**src/rtl/pgbuf_pkg.sv**
```systemverilog
package pgbuf_pkg;

    typedef enum logic [2:0] {
        ST_IDLE = 3'd0,
        ST_FILL = 3'd1,
        ST_SCAN = 3'd2,
        ST_READ = 3'd3,
        ST_DONE = 3'd4
    } pgbuf_state_e;

endpackage

```
**src/rtl/pgbuf_store.sv**
```systemverilog
module pgbuf_store #(
    parameter int PAGE_BYTES = 256,
    localparam int OFF_W = $clog2(PAGE_BYTES)
) (
    input  logic                  clk,
    input  logic                  rst_n,
    input  logic                  clr_all,
    input  logic                  put_en,
    input  logic [OFF_W-1:0]      put_idx,
    input  logic [7:0]            put_data,
    input  logic                  drop_en,
    input  logic [OFF_W-1:0]      drop_idx,
    input  logic [OFF_W-1:0]      get_idx,
    output logic [7:0]            get_data,
    output logic [PAGE_BYTES-1:0] mark_vec
);

    logic [PAGE_BYTES-1:0][7:0] data_q;
    logic [PAGE_BYTES-1:0]      mark_q;

    always_ff @(posedge clk) begin
        for (int i = 0; i < PAGE_BYTES; i++) begin
            if (put_en && put_idx == OFF_W'(i)) begin
                data_q[i] <= put_data;
            end
        end
    end

    always_ff @(posedge clk or negedge rst_n) begin
        if (!rst_n) begin
            mark_q <= '0;
        end else if (clr_all) begin
            mark_q <= '0;
        end else begin
            for (int i = 0; i < PAGE_BYTES; i++) begin
                if (put_en && put_idx == OFF_W'(i)) begin
                    mark_q[i] <= 1'b1;
                end else if (drop_en && drop_idx == OFF_W'(i)) begin
                    mark_q[i] <= 1'b0;
                end
            end
        end
    end

    assign get_data = data_q[get_idx];
    assign mark_vec = mark_q;


    property put_sets_mark_p;
        @(posedge clk) disable iff (!rst_n)
        (put_en && !clr_all) |=> mark_q[$past(put_idx)];
    endproperty
    put_sets_mark_chk: assert property (put_sets_mark_p);


    property clr_empties_p;
        @(posedge clk) disable iff (!rst_n)
        clr_all |=> (mark_q == '0);
    endproperty
    clr_empties_chk: assert property (clr_empties_p);

endmodule

```
**src/rtl/pgbuf_first.sv**
```systemverilog
module pgbuf_first #(
    parameter int PAGE_BYTES = 256,
    localparam int OFF_W = $clog2(PAGE_BYTES)
) (
    input  logic [PAGE_BYTES-1:0] vec,
    output logic                  any,
    output logic [OFF_W-1:0]      idx
);

    logic [PAGE_BYTES:0]   seen;
    logic [PAGE_BYTES-1:0] pick;

    assign seen[0] = 1'b0;

    for (genvar g = 0; g < PAGE_BYTES; g++) begin : g_chain
        assign pick[g]   = vec[g] & ~seen[g];
        assign seen[g+1] = seen[g] | vec[g];
    end

    always_comb begin
        idx = '0;
        for (int i = 0; i < PAGE_BYTES; i++) begin
            if (pick[i]) begin
                idx = idx | OFF_W'(i);
            end
        end
    end

    assign any = seen[PAGE_BYTES];


    always_comb begin
        lowest_onehot_chk: assert ($onehot0(pick));
    end

endmodule

```
**src/rtl/pgbuf_ctrl.sv**
```systemverilog
module pgbuf_ctrl
    import pgbuf_pkg::*;
(
    input  logic         clk,
    input  logic         rst_n,
    input  logic         cmd_start,
    input  logic         cmd_abort,
    input  logic         cmd_commit,
    input  logic         byte_vld,
    input  logic         start_bad,
    input  logic         any_mark,
    output pgbuf_state_e state,
    output logic         ld_cmd,
    output logic         clr_all,
    output logic         fill_we,
    output logic         rd_issue,
    output logic         wr_issue,
    output logic         busy,
    output logic         done
);

    pgbuf_state_e state_q, state_d;

    always_ff @(posedge clk or negedge rst_n) begin
        if (!rst_n) begin
            state_q <= ST_IDLE;
        end else begin
            state_q <= state_d;
        end
    end

    always_comb begin
        state_d = state_q;
        unique case (state_q)
            ST_IDLE: begin
                if (cmd_start) state_d = ST_FILL;
            end
            ST_FILL: begin
                if (cmd_start)       state_d = ST_FILL;
                else if (cmd_abort)  state_d = ST_IDLE;
                else if (cmd_commit) state_d = start_bad ? ST_DONE : ST_SCAN;
            end
            ST_SCAN: begin
                state_d = any_mark ? ST_READ : ST_DONE;
            end
            ST_READ: begin
                state_d = ST_SCAN;
            end
            ST_DONE: begin
                state_d = ST_IDLE;
            end
            default: state_d = ST_IDLE;
        endcase
    end

    always_comb begin
        ld_cmd   = 1'b0;
        clr_all  = 1'b0;
        fill_we  = 1'b0;
        rd_issue = 1'b0;
        wr_issue = 1'b0;
        busy     = 1'b0;
        done     = 1'b0;
        unique case (state_q)
            ST_IDLE: begin
                ld_cmd  = cmd_start;
                clr_all = cmd_start;
            end
            ST_FILL: begin
                ld_cmd  = cmd_start;
                clr_all = cmd_start | cmd_abort;
                fill_we = byte_vld & ~cmd_start & ~cmd_abort;
            end
            ST_SCAN: begin
                busy     = 1'b1;
                rd_issue = any_mark;
            end
            ST_READ: begin
                busy     = 1'b1;
                wr_issue = 1'b1;
            end
            ST_DONE: begin
                done = 1'b1;
            end
            default: ;
        endcase
    end

    assign state = state_q;


    property done_single_p;
        @(posedge clk) disable iff (!rst_n)
        done |=> !done;
    endproperty
    done_single_chk: assert property (done_single_p);


    property read_then_write_p;
        @(posedge clk) disable iff (!rst_n)
        rd_issue |=> wr_issue;
    endproperty
    read_then_write_chk: assert property (read_then_write_p);


    property abort_to_idle_p;
        @(posedge clk) disable iff (!rst_n)
        (state_q == ST_FILL && cmd_abort && !cmd_start) |=> (state_q == ST_IDLE);
    endproperty
    abort_to_idle_chk: assert property (abort_to_idle_p);


    property busy_holds_p;
        @(posedge clk) disable iff (!rst_n)
        (state_q == ST_READ) |=> (state_q == ST_SCAN);
    endproperty
    busy_holds_chk: assert property (busy_holds_p);

endmodule

```
**src/rtl/pgbuf_page_prog.sv**
```systemverilog
module pgbuf_page_prog
    import pgbuf_pkg::*;
#(
    parameter int PAGE_BYTES = 256,
    parameter int ARRAY_AW   = 16,
    parameter int ADDR_W     = 24
) (
    input  logic                clk,
    input  logic                rst_n,
    input  logic                cmd_start,
    input  logic [ADDR_W-1:0]   cmd_addr,
    input  logic                byte_vld,
    input  logic [7:0]          byte_data,
    input  logic                cmd_abort,
    input  logic                cmd_commit,
    output logic                busy,
    output logic                done,
    output logic                mem_rd_en,
    output logic [ARRAY_AW-1:0] mem_rd_addr,
    input  logic [7:0]          mem_rd_data,
    output logic                mem_wr_en,
    output logic [ARRAY_AW-1:0] mem_wr_addr,
    output logic [7:0]          mem_wr_data
);

    localparam int OFF_W = $clog2(PAGE_BYTES);
    localparam int PG_W  = ARRAY_AW - OFF_W;

    pgbuf_state_e          state;
    logic                  ld_cmd, clr_all, fill_we, rd_issue, wr_issue;
    logic [PG_W-1:0]       page_q;
    logic [OFF_W-1:0]      off_q;
    logic [OFF_W-1:0]      idx_q;
    logic                  bad_q;
    logic [PAGE_BYTES-1:0] mark_vec;
    logic                  any_mark;
    logic [OFF_W-1:0]      first_idx;
    logic [7:0]            buf_byte;

    pgbuf_ctrl u_ctrl (
        .clk        (clk),
        .rst_n      (rst_n),
        .cmd_start  (cmd_start),
        .cmd_abort  (cmd_abort),
        .cmd_commit (cmd_commit),
        .byte_vld   (byte_vld),
        .start_bad  (bad_q),
        .any_mark   (any_mark),
        .state      (state),
        .ld_cmd     (ld_cmd),
        .clr_all    (clr_all),
        .fill_we    (fill_we),
        .rd_issue   (rd_issue),
        .wr_issue   (wr_issue),
        .busy       (busy),
        .done       (done)
    );

    pgbuf_store #(.PAGE_BYTES(PAGE_BYTES)) u_store (
        .clk      (clk),
        .rst_n    (rst_n),
        .clr_all  (clr_all),
        .put_en   (fill_we),
        .put_idx  (off_q),
        .put_data (byte_data),
        .drop_en  (wr_issue),
        .drop_idx (idx_q),
        .get_idx  (idx_q),
        .get_data (buf_byte),
        .mark_vec (mark_vec)
    );

    pgbuf_first #(.PAGE_BYTES(PAGE_BYTES)) u_first (
        .vec (mark_vec),
        .any (any_mark),
        .idx (first_idx)
    );

    always_ff @(posedge clk or negedge rst_n) begin
        if (!rst_n) begin
            page_q <= '0;
            off_q  <= '0;
            bad_q  <= 1'b0;
            idx_q  <= '0;
        end else begin
            if (ld_cmd) begin
                page_q <= cmd_addr[ARRAY_AW-1:OFF_W];
                off_q  <= cmd_addr[OFF_W-1:0];
                bad_q  <= |cmd_addr[ADDR_W-1:ARRAY_AW];
            end else if (fill_we) begin
                off_q <= off_q + 1'b1;
            end
            if (rd_issue) begin
                idx_q <= first_idx;
            end
        end
    end

    assign mem_rd_en   = rd_issue;
    assign mem_rd_addr = {page_q, first_idx};
    assign mem_wr_en   = wr_issue;
    assign mem_wr_addr = {page_q, idx_q};
    assign mem_wr_data = mem_rd_data & buf_byte;

    logic             prev_vld_q;
    logic [OFF_W-1:0] prev_off_q;

    always_ff @(posedge clk or negedge rst_n) begin
        if (!rst_n) begin
            prev_vld_q <= 1'b0;
            prev_off_q <= '0;
        end else if (state == ST_FILL) begin
            prev_vld_q <= 1'b0;
        end else if (mem_wr_en) begin
            prev_vld_q <= 1'b1;
            prev_off_q <= mem_wr_addr[OFF_W-1:0];
        end
    end


    property wr_follows_rd_p;
        @(posedge clk) disable iff (!rst_n)
        mem_rd_en |=> (mem_wr_en && mem_wr_addr == $past(mem_rd_addr));
    endproperty
    wr_follows_rd_chk: assert property (wr_follows_rd_p);


    property ascending_p;
        @(posedge clk) disable iff (!rst_n)
        (mem_wr_en && prev_vld_q) |-> (mem_wr_addr[OFF_W-1:0] > prev_off_q);
    endproperty
    ascending_chk: assert property (ascending_p);


    property clear_only_p;
        @(posedge clk) disable iff (!rst_n)
        mem_wr_en |-> ((mem_wr_data & ~mem_rd_data) == 8'h00);
    endproperty
    clear_only_chk: assert property (clear_only_p);


    property bad_no_access_p;
        @(posedge clk) disable iff (!rst_n)
        (state == ST_FILL && cmd_commit && !cmd_start && !cmd_abort && bad_q) |=> done;
    endproperty
    bad_no_access_chk: assert property (bad_no_access_p);


    property busy_page_stable_p;
        @(posedge clk) disable iff (!rst_n)
        busy |=> $stable(page_q);
    endproperty
    busy_page_stable_chk: assert property (busy_page_stable_p);

endmodule

```
**config.mk**
```make
export PLATFORM = sky130hd
export DESIGN_NAME = pgbuf_page_prog
export DESIGN_NICKNAME = d
export VERILOG_FILES = /design/src/rtl/pgbuf_pkg.sv /design/src/rtl/pgbuf_store.sv /design/src/rtl/pgbuf_first.sv /design/src/rtl/pgbuf_ctrl.sv /design/src/rtl/pgbuf_page_prog.sv
export SDC_FILE = /design/constraint.sdc
export NUM_CORES = 2
export LEC_CHECK = 0
export CAP_MARGIN = 20
export CORE_MARGIN = 3
export CORE_UTILIZATION = 50
export DETAILED_ROUTE_END_ITERATION = 8
export PLACE_DENSITY_LB_ADDON = 0.3
export REMOVE_ABC_BUFFERS = 1
export SLEW_MARGIN = 20
export SYNTH_ARGS = -nofsm -noshare
export SYNTH_HDL_FRONTEND = slang
export SYNTH_SLANG_ARGS = --single-unit
```
**constraint.sdc**
```tcl
create_clock -name clk -period 4.2 [get_ports clk]
set_input_delay 1.05 -clock clk [delete_from_list [all_inputs] [get_ports clk]]
set_output_delay 1.05 -clock clk [all_outputs]
set_load 0.005 [all_outputs]
```
-- Yosys cells after proc, flatten, opt, wreduce, memory -nomap -nowiden
Cells that the tools add are included.
- input port bits: 46
- logic and storage cells: 4144
- register bits: 2332
- muxes and demuxes: 1562
- $add $sub $neg: 1
- eq/ne operators: 516
- reduce and logical (&&, ||, !) cells: 776
- bitwise operators: 771
- $lt $le $gt $ge: 1
- operators with widths (kind ; count):
    8-bit == test (second input constant) ; 256
    1-bit two-way mux ; 1287
    8-bit two-way mux ; 132
    8-bit by 7-bit == test with 1-bit output (second input constant) ; 128
    3-bit nonzero test ; 256
    8-bit by 6-bit == test with 1-bit output (second input constant) ; 64
    1-bit logical AND ; 512
    7-bit two-way mux ; 64
    1-bit bitwise AND ; 257
    1-bit inverter ; 257
    8-bit by 5-bit == test with 1-bit output (second input constant) ; 32
    256-bit two-way mux ; 1
    1-bit bitwise OR ; 256
    6-bit two-way mux ; 32
    8-bit by 4-bit == test with 1-bit output (second input constant) ; 16
    5-bit two-way mux ; 16
    8-bit binary-select mux with 8-bit select ; 1
    8-bit by 3-bit == test with 1-bit output (second input constant) ; 8
    3-bit two-way mux ; 17
    8-bit by 2-bit == test with 1-bit output (second input constant) ; 4
    4-bit two-way mux ; 8
    8-bit by 1-bit == test with 1-bit output (second input constant) ; 2
    8-bit logical NOT ; 2
    3-bit one-hot mux with 4 select lines ; 1
    15 further kinds ; 18

-- Logic depth before layout (Yosys ltp)
- depth after elaboration: 257
- mapped depth: 12
- depth with buffers taken out: 9

-- Hierarchy
From an unflattened synthesis, not the netlist that was laid out.
- cell total of the unflattened synthesis: 5769
- area total of the unflattened synthesis: 95307.7 um^2
- by module, submodules not included (module ; instances ; sequential area each (um^2) ; cells an instance ; area each (um^2)):
    pgbuf_store ; 1 ; 67905.1 ; 4917 ; 89668.5
    pgbuf_first ; 1 ; 0.0 ; 724 ; 4216.5
    pgbuf_page_prog ; 1 ; 625.6 ; 104 ; 1203.7
    pgbuf_ctrl ; 1 ; 75.1 ; 24 ; 219.0

-- Worst setup path after synthesis
No wires, ideal clock.
- path type: register to output
- from: register idx_q[0]
- to: output mem_wr_data[3]
- data required time: 3150 ps
- stages on the path, launching flop included: 10
- slack: -148 ps
- path buffers: 4
- arrival: 3298 ps
- cells stage by stage: dfrtp_1 > clkbuf_1 > buf_2 > buf_1 > buf_1 > mux4_2 > mux4_2 > a311oi_1 > nand4_1 > o21a_1
- cells in the longest elaborated chain, start to end: 3
- ends and longest elaborated chain (item ; line ; RTL):
    start, declared ; pgbuf_page_prog.sv:33 ; logic [OFF_W-1:0] idx_q;
    start signal, assigned ; pgbuf_page_prog.sv:94 ; idx_q <= first_idx;
    8-bit binary-select mux with 8-bit select ; pgbuf_store.sv:45 ; assign get_data = data_q[get_idx];
    8-bit two-way mux (not written as such) ; pgbuf_store.sv:45 ;
    8-bit bitwise AND ; pgbuf_page_prog.sv:103 ; assign mem_wr_data = mem_rd_data & buf_byte;
    end, declared ; pgbuf_page_prog.sv:23 ; output logic [7:0] mem_wr_data
No other way between the ends. The select of a mux whose other input is x is not followed.

-- Worst setup path after layout
- from: register u_store.mark_q[20], in the netlist u_store.mark_vec[20]
- to: output mem_rd_addr[0]
- cells in the longest elaborated chain, start to end: 238
- ends and longest elaborated chain (item ; line ; RTL):
    start, declared ; pgbuf_store.sv:19 ; logic [PAGE_BYTES-1:0] mark_q;
    start signal, assigned ; pgbuf_store.sv:31 ; mark_q <= '0;
    start signal, assigned ; pgbuf_store.sv:33 ; mark_q <= '0;
    start signal, assigned by index ; pgbuf_store.sv:37 ; mark_q[i] <= 1'b1;
    1-bit bitwise OR (*) ; pgbuf_first.sv:17 ; assign seen[g+1] = seen[g] | vec[g];
    1-bit inverter / 1-bit bitwise OR (equally long branches) ; pgbuf_first.sv:16, pgbuf_first.sv:17 ;
    1-bit bitwise AND / 1-bit bitwise OR (equally long branches) ; pgbuf_first.sv:16, pgbuf_first.sv:17 ;
    5-bit two-way mux, or another cell as far along (11 in series) ; pgbuf_first.sv:23 ; if (pick[i]) begin
    6-bit two-way mux, or another cell as far along (32 in series) ; pgbuf_first.sv:23 ;
    7-bit two-way mux, or another cell as far along (64 in series) ; pgbuf_first.sv:23 ;
    8-bit two-way mux, or another cell as far along (125 in series) ; pgbuf_first.sv:23 ;
    8-bit two-way mux / 1-bit inverter (equally long branches) ; pgbuf_first.sv:23, pgbuf_first.sv:16 ;
    8-bit two-way mux / 1-bit bitwise AND (equally long branches) ; pgbuf_first.sv:23, pgbuf_first.sv:16 ;
    8-bit two-way mux (*) ; pgbuf_first.sv:23 ;
    end, declared ; pgbuf_page_prog.sv:19 ; output logic [ARRAY_AW-1:0] mem_rd_addr,
Mark *: on every way between the ends. The rest lies on a longest branch, timed or not.

==> key figures <==
Final layout
  – Commonest cells after routing, fill and taps aside: edfxtp_1, buf_4, mux4_2, nand2_1, o21ai_0
  – Synth-to-Final Area Change: 22.03%
  – Layout cells sized above 1: 33.28%
  – Final Cell Area: 116,700 sq um
  – Fin util: 61.75%
  – Final net count: 6,551
  – Commonest non-fill, non-tap cell in the layout: edfxtp_1

Yosys
  – Mapped Area: 95,630 sq um
  – Distinct cells, synth: 81
  – Sequential area share after synthesis: 71.74%
  – Ys Warns: 0
  – Largest cells by area after synthesis: edfxtp_1, mux4_2, dfrtp_1
  – Async SR Flop Fraction: 12.18%
  – Syn avg cell area: 17.50 sq um
  – EDFF count, synth: 2,048
  – Synth Instances: 5,466
  – Yosys reg bits: 2,332
  – Prevailing post-synth register cell: edfxtp_1
  – Cell accounting for the most synthesized area: edfxtp_1
  – Top-area cell type share of the netlist area: 64.31%

Timing
  – Period utilisation layout: 129.3%
  – Hold Vio Cnt, Final: 0
  – Slew @ Worst Pin: 1237 ps
  – Min cycle time layout: 5432 ps
  – Final setup violation count: 17
  – PnR worst setup slack: -1232 ps
  – Max-slew violations: 0
  – Slew headroom: 17.33%
  – Worst hold slack: 51.55 ps
  – Highest clock rate: 184.1 MHz
  – Layout Skew: 43.01 ps
  – RSZ-0062 raised after global routing: yes

Drt
  – Final WL: 305,000 microns
  – Detail Route Antenna Nets: 0
  – Post-DR wirelength/cell: 33.13 microns
  – First drt pass iteration count: 7
  – Vias per cell: 6.360
  – # DRC: 0
  – DR iter-0 viols: 7,686
  – Vias: 58.55k

Floorplan
  – Boundary Pins: 90
  – Initial Util: 50.60%
  – Die width: 443.3 microns
  – Die Y: 443.3 microns
  – Rows: 159
  – Die area: 196,500 sq um
  – Total core area: 189,000 sq um

Worst setup path
  – CP cell instances: nor4_1 > nand4_1 > buf_4 > or4_4 > nor2_4 > buf_12 > nand3_4 > buf_6 > buf_6 > nor4b_4 > a211oi_2 > nand4_1 > buf_2
  – Crit start category: register
  – Reg2Reg Depth: 16
  – WS Path Type: register to output port
  – R2r startpoint: u_store.mark_vec[20]
  – Worst path slowest cell: or4_4
  – Top Family by Delay on Critical Path: simple AND/OR/NAND/NOR gates
  – R2r setup slk: 500 ps
  – FF-to-FF End: idx_q[5]
  – CP required: 3150 ps
  – CP peak stage delay: 560 ps
  – Buf+Inv Stages, Crit Path: 5
  – CP max FO: 4
  – Setup crit end kind: output port
  – Crit path arrival time: 4380 ps

Pwr
  – PD cells: 569.0 nW/um^2
  – Peak VDD IR: 0.0003915 V
  – Leakage: 41.90 nW
  – Final Power: 66.41 mW

CTS
  – Clock Path Buffers: 3
  – # clock sinks: 2,332
  – CTS Hold Buffers Added: 0
  – CTS Buf Count: 228
  – Worst-path clk slew: 70 ps
  – CTS tree: built
  – Root buf cell: clkbuf_16
  – Clk_lat worst skew: 880 ps
  – H-tree levels: 4

Placement
  – Final HPWL DP: 208,800 microns
  – Setup WS pre-CTS: -1063 ps
  – IO Port Bufs: 89
  – Post-place instance area: 106,500 sq um
  – RePlAce Congestion: 1.057

Run status
  – Violated checks: setup timing
  – Status: complete, but fails checks

Global route
  – Initial antenna violation count: 23
  – Number of global-route vias before repair: 58.62k
  – Pin count of the biggest net entering global routing: 141
  – Total grt overflow: 0
  – Global-route wire length before repair: 434,100 microns
  – GRT Resource Usage Total: 31.02%

Run
  – MaxCap Viol Count: 0

Hold path
  – Worst hold path class: input port to asynchronous set/reset pin
==> per-layer routing <==
metal | vias up | global-route usage (%) | wire (microns)
li1 | 24010 | - | -
met2 | 3442 | 46.98 | 140500
met5 | - | 0.2442 | 100
met4 | 10 | 14.59 | 16240
met3 | 613 | 7.598 | 30270
met1 | 30480 | 42.79 | 118000
==> registers in the layout, summed over array words and instances, names as in the netlist <==
signal,flops
u_store.data_q,2048
bad_q,1
page_q,8
u_store.mark_vec,256
off_q,8
u_ctrl.state,3
idx_q,8
==> cell families after synthesis <==
kind of cell | after synthesis | share of synthesized area [%]
flip-flops | 2332 | 71.74
AND/OR/NAND/NOR | 984 | 5.134
AO/OA/AOI/OAI | 859 | 5.137
multiplexers | 664 | 15.38
buffers and inverters | 616 | 2.494
XOR/XNOR | 7 | 0.06411
adder cells (fa/ha/maj) | 4 | 0.05234
==> synthesized netlist by cell type, types with 10 or more instances <==
master	instances
o31ai_1	18
edfxtp_1	2048
nor2b_1	46
and2_1	27
inv_1	306
o211ai_1	10
mux2_2	13
o2111ai_1	10
buf_1	49
buf_2	22
dfrtp_1	284
a21oi_1	322
nor2_1	152
nand4_1	42
or2_2	12
a31oi_1	39
nor4_1	79
nand2b_1	17
clkbuf_1	229
or3_1	16
a211oi_1	14
or4_1	21
nand2_1	366
nand3_1	60
a22oi_1	19
mux4_2	643
nor3_1	73
o21ai_0	324
and3_1	16
==> report_power, final <==
group / leakage (nW) / switching, mW / internal (mW)
clock: 3.53 / 8.90 / 11.0
combinational: 16.1 / 10.7 / 10.4
sequential: 22.3 / 0.152 / 25.3
==> area by class of cell <==
type                    count  area, sq um
flip-flops and latches   2332        68620
multi-input cells        2518        25760
fillers                 13600        72290
repair buffers           1115        10740
clock inverters           139         1237
clock buffers             290         6041
well taps                2495         3122
diodes                     12        30.03
inverters                 306         1149
==> worst max path at each step <==
stage                               startpoint                    end  slack, ps  cells after the start
after detailed placement              idx_q[0]         mem_wr_data[3]      -1060                     11
after global placement                idx_q[0]         mem_wr_data[3]      -1060                     11
after CTS                 u_store.mark_vec[34]         mem_rd_addr[0]      -1280                     12
after floorplan                       idx_q[0]  u_store.mark_vec[107]     -20790                      3
final                     u_store.mark_vec[20]         mem_rd_addr[0]      -1230                     13
after global routing      u_store.mark_vec[34]         mem_rd_addr[0]      -1250                     12
==> metrics by stage <==
stage,instances,TNS (ps)
global route,9195,-19210
detailed placement,8629,-12470
finish,9207,-18450
CTS,9172,-19710
floorplan,5156,-4723820
global placement,8629,-12390
==> what timing repair did <==
item                                    CTS  global route
pin swaps                                72            45
endpoints found under the hold margin     0             0
resized for setup                       279            84
setup buffers                           104            31
cloned                                   16             2
endpoints found under the setup margin   18            17
Power figures use the tool's default switching activity.
